File: config.mk
export PLATFORM = sky130hd
export DESIGN_NAME = slice_serializer
export DESIGN_NICKNAME = d
export VERILOG_FILES = /design/src/rtl/ser_pkg.sv /design/src/rtl/ser_phase.sv /design/src/rtl/ser_lat_line.sv /design/src/rtl/ser_slicer.sv /design/src/rtl/slice_serializer.sv
export SDC_FILE = /design/constraint.sdc
export NUM_CORES = 1
export LEC_CHECK = 0
export ABC_AREA = 1
export ABC_CLOCK_PERIOD_IN_PS = 23300
export CORE_MARGIN = 4
export CORE_UTILIZATION = 55
export DETAILED_ROUTE_END_ITERATION = 8
export PLACE_DENSITY_LB_ADDON = 0.1
export SLEW_MARGIN = 20
export SYNTH_ARGS = -nofsm -noshare
export SYNTH_HDL_FRONTEND = slang
export SYNTH_HIERARCHICAL = 1
export SYNTH_SLANG_ARGS = --single-unit
File: constraint.sdc
create_clock -name clk -period 23.3 [get_ports clk]
set_input_delay 2.33 -clock clk [delete_from_list [all_inputs] [get_ports clk]]
set_output_delay 2.33 -clock clk [all_outputs]
set_load 0.05 [all_outputs]
File: src/rtl/ser_pkg.sv
package ser_pkg;
  // slices carried per bit-clock cycle
  function automatic int per_cycle(input bit ddr);
    return ddr ? 2 : 1;
  endfunction

  // counter width able to hold values 0..n-1 (at least one bit)
  function automatic int cnt_width(input int n);
    return (n > 1) ? $clog2(n) : 1;
  endfunction
endpackage

File: src/rtl/ser_phase.sv
module ser_phase #(
  parameter int CYC = 4
) (
  input  logic clk,
  input  logic rst,
  output logic tick_o
);
  localparam int CW = ser_pkg::cnt_width(CYC);

  logic [CW-1:0] cnt_q;
  logic [CW-1:0] cnt_nx;
  logic          tick_q;

  always_comb begin
    if (cnt_q == CW'(CYC - 1)) cnt_nx = '0;
    else                       cnt_nx = cnt_q + CW'(1);
  end

  always_ff @(posedge clk) begin
    if (rst) begin
      cnt_q  <= '0;
      tick_q <= (CYC == 1);
    end else begin
      cnt_q  <= cnt_nx;
      tick_q <= (cnt_nx == CW'(CYC - 1));
    end
  end

  assign tick_o = tick_q;

  generate
    if (CYC > 1) begin : g_chk
      // one strobe cycle per frame, never two in a row
      a_r2_single_tick: assert property (@(posedge clk) disable iff (rst)
        tick_q |=> !tick_q);
    end
  endgenerate
endmodule

File: src/rtl/ser_lat_line.sv
module ser_lat_line #(
  parameter int W       = 64,
  parameter int MAX_LAT = 5,
  parameter int LAT_W   = 3
) (
  input  logic             clk,
  input  logic             rst,
  input  logic             adv_i,
  input  logic [W-1:0]     word_i,
  input  logic [LAT_W-1:0] lat_i,
  output logic [W-1:0]     word_o,
  output logic             valid_o
);
  localparam int DEPTH = (MAX_LAT > 0) ? MAX_LAT : 1;

  logic [W-1:0]     stage_q [DEPTH];
  logic [DEPTH-1:0] vld_q;
  logic [LAT_W-1:0] eff_lat;

  // data stages: no reset, plain shift so the tools may map them to memory
  generate
    for (genvar k = 0; k < DEPTH; k++) begin : g_stage
      if (k == 0) begin : g_head
        always_ff @(posedge clk) if (adv_i) stage_q[0] <= word_i;
      end else begin : g_body
        always_ff @(posedge clk) if (adv_i) stage_q[k] <= stage_q[k-1];
        // stages fill in order from the input side
        a_r7_fill_order: assert property (@(posedge clk) disable iff (rst)
          vld_q[k] |-> vld_q[k-1]);
      end
    end
  endgenerate

  always_ff @(posedge clk) begin
    if (rst) begin
      vld_q <= '0;
    end else if (adv_i) begin
      vld_q[0] <= 1'b1;
      for (int k = 1; k < DEPTH; k++) vld_q[k] <= vld_q[k-1];
    end
  end

  always_comb begin
    if (lat_i > LAT_W'(MAX_LAT)) eff_lat = LAT_W'(MAX_LAT);
    else                         eff_lat = lat_i;
  end

  always_comb begin
    if (eff_lat == '0 || MAX_LAT == 0) begin
      word_o  = word_i;
      valid_o = 1'b1;
    end else begin
      word_o  = stage_q[int'(eff_lat) - 1];
      valid_o = vld_q[int'(eff_lat) - 1];
    end
  end
endmodule

File: src/rtl/ser_slicer.sv
module ser_slicer #(
  parameter int PINS   = 4,
  parameter int SLICES = 8,
  parameter int PER    = 2
) (
  input  logic                   clk,
  input  logic                   rst,
  input  logic                   load_i,
  input  logic [PINS*SLICES-1:0] data_i,
  input  logic [PINS*SLICES-1:0] oe_i,
  input  logic                   valid_i,
  output logic [PINS-1:0]        rise_d_o,
  output logic [PINS-1:0]        fall_d_o,
  output logic [PINS-1:0]        rise_oe_o,
  output logic [PINS-1:0]        fall_oe_o
);
  localparam int BUS = PINS * SLICES;
  localparam int GW  = PINS * PER;

  logic [BUS-1:0]  d_sr_q, oe_sr_q;
  logic            vld_q;
  logic [GW-1:0]   grp_d, grp_oe;
  logic            grp_v;
  logic [PINS-1:0] rise_d_q, fall_d_q, rise_oe_q, fall_oe_q;

  always_comb begin
    if (load_i) begin
      grp_d  = data_i[GW-1:0];
      grp_oe = oe_i[GW-1:0];
      grp_v  = valid_i;
    end else begin
      grp_d  = d_sr_q[GW-1:0];
      grp_oe = oe_sr_q[GW-1:0];
      grp_v  = vld_q;
    end
  end

  always_ff @(posedge clk) begin
    if (rst) begin
      d_sr_q    <= '0;
      oe_sr_q   <= '0;
      vld_q     <= 1'b0;
      rise_d_q  <= '0;
      fall_d_q  <= '0;
      rise_oe_q <= '0;
      fall_oe_q <= '0;
    end else begin
      if (load_i) begin
        d_sr_q  <= data_i >> GW;
        oe_sr_q <= oe_i >> GW;
        vld_q   <= valid_i;
      end else begin
        d_sr_q  <= d_sr_q >> GW;
        oe_sr_q <= oe_sr_q >> GW;
      end
      rise_d_q  <= grp_d[PINS-1:0];
      fall_d_q  <= grp_d[GW-1:GW-PINS];
      rise_oe_q <= grp_oe[PINS-1:0] & {PINS{grp_v}};
      fall_oe_q <= grp_oe[GW-1:GW-PINS] & {PINS{grp_v}};
    end
  end

  assign rise_d_o  = rise_d_q;
  assign fall_d_o  = fall_d_q;
  assign rise_oe_o = rise_oe_q;
  assign fall_oe_o = fall_oe_q;

  // the cycle after a load shows slice 0 of the loaded word
  a_r3_first_slice: assert property (@(posedge clk) disable iff (rst)
    ($past(!rst) && $past(load_i)) |-> (rise_d_q == $past(data_i[PINS-1:0])));
endmodule

File: src/rtl/slice_serializer.sv
module slice_serializer #(
  parameter int PINS     = 4,
  parameter int SLICES   = 8,
  parameter bit DDR_MODE = 1'b1,
  parameter int MAX_LAT  = 5,
  parameter int LAT_W    = 3
) (
  input  logic                   clk,
  input  logic                   rst,
  input  logic [PINS*SLICES-1:0] core_data_i,
  input  logic [PINS*SLICES-1:0] core_oe_i,
  input  logic [LAT_W-1:0]       wr_lat_i,
  output logic                   frame_o,
  output logic [PINS-1:0]        pin_d_rise_o,
  output logic [PINS-1:0]        pin_d_fall_o,
  output logic [PINS-1:0]        pin_oe_rise_o,
  output logic [PINS-1:0]        pin_oe_fall_o
);
  localparam int PER = ser_pkg::per_cycle(DDR_MODE);
  localparam int CYC = SLICES / PER;
  localparam int BUS = PINS * SLICES;

  logic           tick;
  logic [BUS-1:0] dl_data, dl_oe;
  logic           dl_valid;

  ser_phase #(.CYC(CYC)) phase_i (
    .clk    (clk),
    .rst    (rst),
    .tick_o (tick)
  );

  ser_lat_line #(.W(2*BUS), .MAX_LAT(MAX_LAT), .LAT_W(LAT_W)) line_i (
    .clk     (clk),
    .rst     (rst),
    .adv_i   (tick),
    .word_i  ({core_oe_i, core_data_i}),
    .lat_i   (wr_lat_i),
    .word_o  ({dl_oe, dl_data}),
    .valid_o (dl_valid)
  );

  ser_slicer #(.PINS(PINS), .SLICES(SLICES), .PER(PER)) slicer_i (
    .clk       (clk),
    .rst       (rst),
    .load_i    (tick),
    .data_i    (dl_data),
    .oe_i      (dl_oe),
    .valid_i   (dl_valid),
    .rise_d_o  (pin_d_rise_o),
    .fall_d_o  (pin_d_fall_o),
    .rise_oe_o (pin_oe_rise_o),
    .fall_oe_o (pin_oe_fall_o)
  );

  assign frame_o = tick;

  // leaving reset, every enable lane is still low
  a_r1_quiet_after_reset: assert property (@(posedge clk) disable iff (rst)
    $past(rst) |-> (pin_oe_rise_o == '0 && pin_oe_fall_o == '0));
endmodule

==> results of run 1 <==
## registers in the layout (all words and copies together), names as in the netlist
register,count
line_i/stage_q,320
slicer_i/rise_oe_o,4
slicer_i/vld_q,1
slicer_i/d_sr_q,24
slicer_i/fall_d_o,4
slicer_i/fall_oe_o,4
slicer_i/rise_d_o,4
phase_i/tick_o,1
slicer_i/oe_sr_q,24
phase_i/cnt_q,2
line_i/vld_q,5
## path summary, 6_finish.rpt
check / slack (ns) / startpoint / to / depth (start not counted)
worst max register to register: 20.35 / phase_i/tick_o / slicer_i/rise_oe_o[0] / 5
worst min register to register: 0.44 / line_i/stage_q[2][42] / line_i/stage_q[3][42] / 0
worst max-delay path: 17.18 / wr_lat_i[1] / slicer_i/rise_oe_o[0] / 14
worst min-delay path: 0.44 / line_i/stage_q[2][42] / line_i/stage_q[3][42] / 0
## cells in the mapped netlist
| cell type | number | area share (%) |
|---|---|---|
| inv_2 | 5 | 0.12 |
| edfxtp_1 | 320 | 59 |
| nor2_1 | 254 | 5.9 |
| nand3_4 | 1 | 0.11 |
| nand2_1 | 594 | 14 |
| nor2_2 | 1 | 0.038 |
| o21bai_1 | 1 | 0.046 |
| ha_1 | 3 | 0.23 |
| a21oi_1 | 1 | 0.031 |
| a211oi_1 | 4 | 0.18 |
| o21ai_1 | 7 | 0.21 |
| nand2_2 | 6 | 0.23 |
| clkinv_1 | 2 | 0.046 |
| buf_6 | 7 | 0.48 |
| nand3_1 | 194 | 6.0 |
| buf_1 | 1 | 0.023 |
| nand3b_1 | 1 | 0.046 |
| o21ai_0 | 34 | 1.0 |
| inv_1 | 43 | 0.99 |
| dfxtp_1 | 73 | 9.0 |
| buf_4 | 15 | 0.69 |
| clkbuf_1 | 36 | 0.83 |
| buf_2 | 40 | 1.2 |
## critical path, stage by stage
cell,delay [ns]
clkdlybuf4s50_1,0.47
nand2_4,0.46
buf_4,0.87
nand2_4,0.85
buf_4,0.59
o21ai_0,0.23
nand2_1,0.07
nand2_1,0.07
nand2_1,0.05
nand2_1,0.09
inv_1,0.04
nand2_1,0.09
nand3_4,0.14
nor2_1,0.13
## report_power, final
group | total, mW | internal [mW] | switching [mW]
Clock | 0.637 | 0.376 | 0.262
Combinational | 0.144 | 0.0458 | 0.0979
Sequential | 0.804 | 0.791 | 0.0134
Total | 1.59 | 1.21 | 0.373
## cell families (layout without fill, tap and decap cells)
group	count (synthesis)	count (layout)	share of synthesized area (%)
AO/OA/AOI/OAI	47	47	1.52
flip-flops	393	393	67.9
adder cells (fa/ha/maj)	3	3	0.230
AND/OR/NAND/NOR	1051	1051	25.9
buffers and inverters	149	221	4.41
## per-layer routing
metal	track usage, %	wire length (um)	vias to the layer above
met5	0	0	-
met4	5.29	660	0
met3	3.05	1800	50
met2	36.2	17300	314
met1	30.9	16200	5186
li1	-	-	5485
## cell type report
type	instances	area, um2	share of cell area, %
clock buffer	58	1180	6.38
clock inverter	17	134	0.722
inverter	50	190	1.03
multi-input combinational	1101	4530	24.4
sequential	393	11100	59.7
tap	384	480	2.59
timing repair buffer	96	946	5.10
==> run_results.csv, run 1 <==
group,metric,value,unit
layout,antennaDiodeCount,0,
worst_setup_path,crit_required,23.76,ns
job,cap_violations,0,
routing,drt-total-wl,36000,um
routing,route.detailed.wl_per_inst,17.2,um
routing,drt_iter0_markers,1023,
timing,slew_violations,0,
floorplanning,core,28900,um2
power_and_ir_drop,peakVddDrop,0.0725,mV
clocking,cts_buffers,41,
clocking,cts_hold_buf,0,
timing,clock_skew,0.0132,ns
timing,finalSetupTns,0,ns
power_and_ir_drop,p_per_area,85.5,nW/um2
layout,final_area,18500,um2
logic_synthesis,synth_cell_type_count,23,
placed_design,dp_hpwl,19000,um
min_path,hold_class,"flop to flop",
timing,worst_slack,17.18,ns
floorplanning,die_w,180,um
placed_design,pre_cts_ws,16.65,ns
floorplanning,ios,86,
worst_setup_path,worst-path-max-fanout,83,
power_and_ir_drop,leakage,7.47,nW
placed_design,place_inst,2024,
placed_design,gp_congestion,0.767,
timing,whs,0.445,ns
global_routing,grt_usage,21.8,%
floorplanning,die-area,32400,um2
placed_design,placed_area,17200,um2
clocking,cts_setup_buffers,0,
routing,drc,0,
timing,hold_violations,0,
global_routing,grt-ovfl-total,0,
layout,final_cell_mix,"nand2_1 (594), edfxtp_1 (320), nor2_1 (254)",
clocking,cts_buffer_depth,3,
logic_synthesis,yosysWarningCount,6,
routing,ant_nets,0,
power_and_ir_drop,total_power,1.59,mW
status,outcome,"finished, final reports clean",
timing,grt_setup_unrepaired,"false",
timing,tightest_slew,1.11,ns
logic_synthesis,yosys_register_bits,393,
floorplanning,initial_core_util,56.3,%
layout,area_growth,13.8,%
layout,fin_util,64.1,%
logic_synthesis,postSynthCellCount,1643,
routing,avgViaCountPerCell,5.26,
logic_synthesis,synth_nets,1715,
logic_synthesis,synth_area_per_cell,9.92,um2
layout,fill_cells,2358,
timing,setup_viol,0,
global_routing,antenna_found_initial,0,
clocking,numClockSinks,393,
layout,final_common_cell,"nand2_1",
clocking,cts.clk_slew.worst_paths,0.06,ns
worst_setup_path,worstSetupPathType,"primary input to flop",
routing,dr.pass1.iters,5,
placed_design,io_buffers,85,
logic_synthesis,seq_area_frac_synth,67.9,%
logic_synthesis,post_synth_instance_area,16300,um2
layout,nNetsFinal,1755,
floorplanning,rows,62,
layout,final_cell_count_no_fill,2099,
layout,drive_gt1_share,4.90,%
clocking,root_buffer,"clkbuf_16",
timing,fmax,0.164,GHz
routing,vias,11000,
global_routing,grt_pass1_vias,11000,
timing,relSlewSlack,25.8,%
floorplanning,die_h,180,um
clocking,clk_latency,0.53,ns
clocking,cts_resized,0,
worst_setup_path,crit_path_end_kind,"flop",
timing,fin_crit,6.12,ns
worst_setup_path,startpoint_type,"primary input",
global_routing,grt_pass1_wl,58200,um
clocking,cts_tree,"built",
global_routing,grt_max_degree,195,
clocking,htreeDepth,2,
timing,post-route-period-util,26.2,%
worst_setup_path,cp.arrival,6.57,ns
No activity file was read; power rests on OpenSTA's default activity.
==> inputs of run 2 (changes only) <==
--- a/config.mk
+++ b/config.mk
@@ -6,7 +6,7 @@
 export NUM_CORES = 1
 export LEC_CHECK = 0
 export ABC_AREA = 1
-export ABC_CLOCK_PERIOD_IN_PS = 23300
+export ABC_CLOCK_PERIOD_IN_PS = 5700
 export CORE_MARGIN = 4
 export CORE_UTILIZATION = 55
 export DETAILED_ROUTE_END_ITERATION = 8
==> constraint.sdc (replaced) <==
create_clock -name clk -period 5.7 [get_ports clk]
set_input_delay 0.57 -clock clk [delete_from_list [all_inputs] [get_ports clk]]
set_output_delay 0.57 -clock clk [all_outputs]
set_load 0.05 [all_outputs]
==> run 2 against run 1 <==
  * Combinational power grew to 4.1 times the previous value
  * Power grew to 4.2 times the previous value
  * Worst hold slack worse by 0.0019 ns
  * Design area is 1.2% higher
  * Clock power grew to 4.4 times the previous value
  * Die area unchanged
  * Final cell count is 0.38% higher
  * First-iteration DRC count down 9.4%
  * Setup slack lost 15 ns
  * Critical path type unchanged
==> run_results.csv, run 2 (same netlist as run 1, synthesis figures left out) <==
group,metric,value,unit
layout,drive_gt1_share,5.51,%
routing,avgViaCountPerCell,5.35,
placed_design,place_inst,2029,
floorplanning,core,28900,um2
timing,worst_slack,2.62,ns
clocking,cts_hold_buf,0,
layout,final_common_cell,"nand2_1",
worst_setup_path,startpoint_type,"primary input",
layout,final_cell_count_no_fill,2107,
global_routing,grt_max_degree,137,
layout,regArea,11100,um2
clocking,numClockSinks,393,
placed_design,io_buffers,85,
timing,grt_setup_unrepaired,"false",
clocking,clk_latency,0.53,ns
timing,relSlewSlack,33.5,%
clocking,cts_tree,"built",
global_routing,grt-ovfl-total,0,
worst_setup_path,slowest_stage,"nand2_4",
timing,tightest_slew,0.998,ns
timing,setup_viol,0,
worst_setup_path,cp_common_cell,"nand2_1",
timing,whs,0.443,ns
clocking,cts_setup_buffers,0,
placed_design,gp_congestion,0.761,
placed_design,pre_cts_ws,2.06,ns
floorplanning,initial_core_util,56.3,%
worst_setup_path,r2r_start,"phase_i/tick_o",
routing,route.detailed.wl_per_inst,17.4,um
routing,drc,0,
worst_setup_path,worst-path-max-fanout,72,
layout,final_cell_mix,"nand2_1 (594), edfxtp_1 (320), nor2_1 (254)",
min_path,hp-start,"line_i/stage_q[2][27]",
routing,drt-total-wl,36700,um
layout,nNetsFinal,1761,
layout,regMostFlops,"line_i/stage_q",
floorplanning,die_h,180,um
placed_design,dp_hpwl,19200,um
floorplanning,ios,86,
job,cap_violations,0,
global_routing,antenna_found_initial,0,
worst_setup_path,cp_top_family,"simple AND/OR/NAND/NOR gates",
clocking,cts.clk_slew.worst_paths,0.06,ns
floorplanning,rows,62,
routing,drt_iter0_markers,927,
status,outcome,"finished, final reports clean",
layout,largest_reg_flops,320,
clocking,cts_resized,0,
worst_setup_path,setup.worst_path.start,"wr_lat_i[1]",
power_and_ir_drop,leakage,7.58,nW
worst_setup_path,worstSetupPathType,"primary input to flop",
floorplanning,die-area,32400,um2
clocking,htreeDepth,2,
routing,vias,11300,
routing,ant_nets,0,
routing,dr.pass1.iters,5,
clocking,cts_buffer_depth,3,
layout,fill_cells,2314,
clocking,cts_buffers,42,
worst_setup_path,cp.arrival,3.50,ns
worst_setup_path,cp_cell_sequence,"clkdlybuf4s50_1 -> nand2_4 -> nand2_4 -> buf_12 -> nand2_1 -> nand2_1 -> nand2_1 -> nand3_1 -> nand2_1 -> nand2_1 -> nor2_1 -> nor2_1",
layout,area_growth,15.1,%
timing,post-route-period-util,54.0,%
worst_setup_path,path_buf_inv,2,
min_path,hold_class,"flop to flop",
power_and_ir_drop,peakVddDrop,0.330,mV
floorplanning,die_w,180,um
global_routing,grt_usage,22.0,%
worst_setup_path,crit_required,6.12,ns
power_and_ir_drop,p_per_area,358,nW/um2
timing,finalSetupTns,0,ns
worst_setup_path,crit_path_end_kind,"flop",
layout,multi_input_comb_area,4530,um2
layout,reg_top3,"line_i/stage_q x320, slicer_i/d_sr_q x24, slicer_i/oe_sr_q x24",
timing,fmax,0.325,GHz
timing,fin_crit,3.08,ns
layout,antennaDiodeCount,0,
timing,hold_violations,0,
global_routing,grt_pass1_vias,11100,
global_routing,grt_pass1_wl,58900,um
layout,fin_util,64.8,%
timing,clock_skew,0.0126,ns
clocking,root_buffer,"clkbuf_16",
worst_setup_path,cpPeakStageDelay,0.66,ns
timing,slew_violations,0,
-- run 2: per-layer routing --
layer	vias up	global-route usage [%]	part of all wire, %	routed length [um]
li1	5503	-	-	-
met1	5388	30.8	45	16400
met5	-	0	0	0
met4	0	5.81	2.0	718
met3	50	2.68	5.0	1840
met2	337	37.2	48	17700
-- run 2: cell type report --
class | instances | share of cell area (%)
Clock buffer | 65 | 6.89
Clock inverter | 13 | 0.881
Inverter | 50 | 1.01
Multi-Input combinational cell | 1101 | 24.2
Sequential cell | 393 | 59.1
Tap cell | 384 | 2.56
Timing Repair Buffer | 101 | 5.44
-- run 2: per-stage QoR --
step,power (mW),instance area (um2)
final,6.71,18800
after global routing,6.97,18800
after CTS,6.77,18800
after detailed placement,3.94,17300
after global placement,3.93,17300
after floorplan,3.76,16300
-- run 2: power by group --
group / leakage (nW) / total (mW) / switching (mW) / internal [mW]
logic: 3.36 / 0.597 / 0.405 / 0.193
clock network: 0.715 / 2.83 / 1.08 / 1.74
registers: 3.50 / 3.29 / 0.0559 / 3.23
total: 7.58 / 6.71 / 1.54 / 5.17
-- run 2: final timing paths --
kind	endpoint	cells after the start	slack, ns
max	slicer_i/rise_d_o[1]	12	2.62
min	line_i/stage_q[3][27]	0	0.44
max reg2reg	slicer_i/d_sr_q[21]	3	3.42
min reg2reg	line_i/stage_q[3][27]	0	0.44
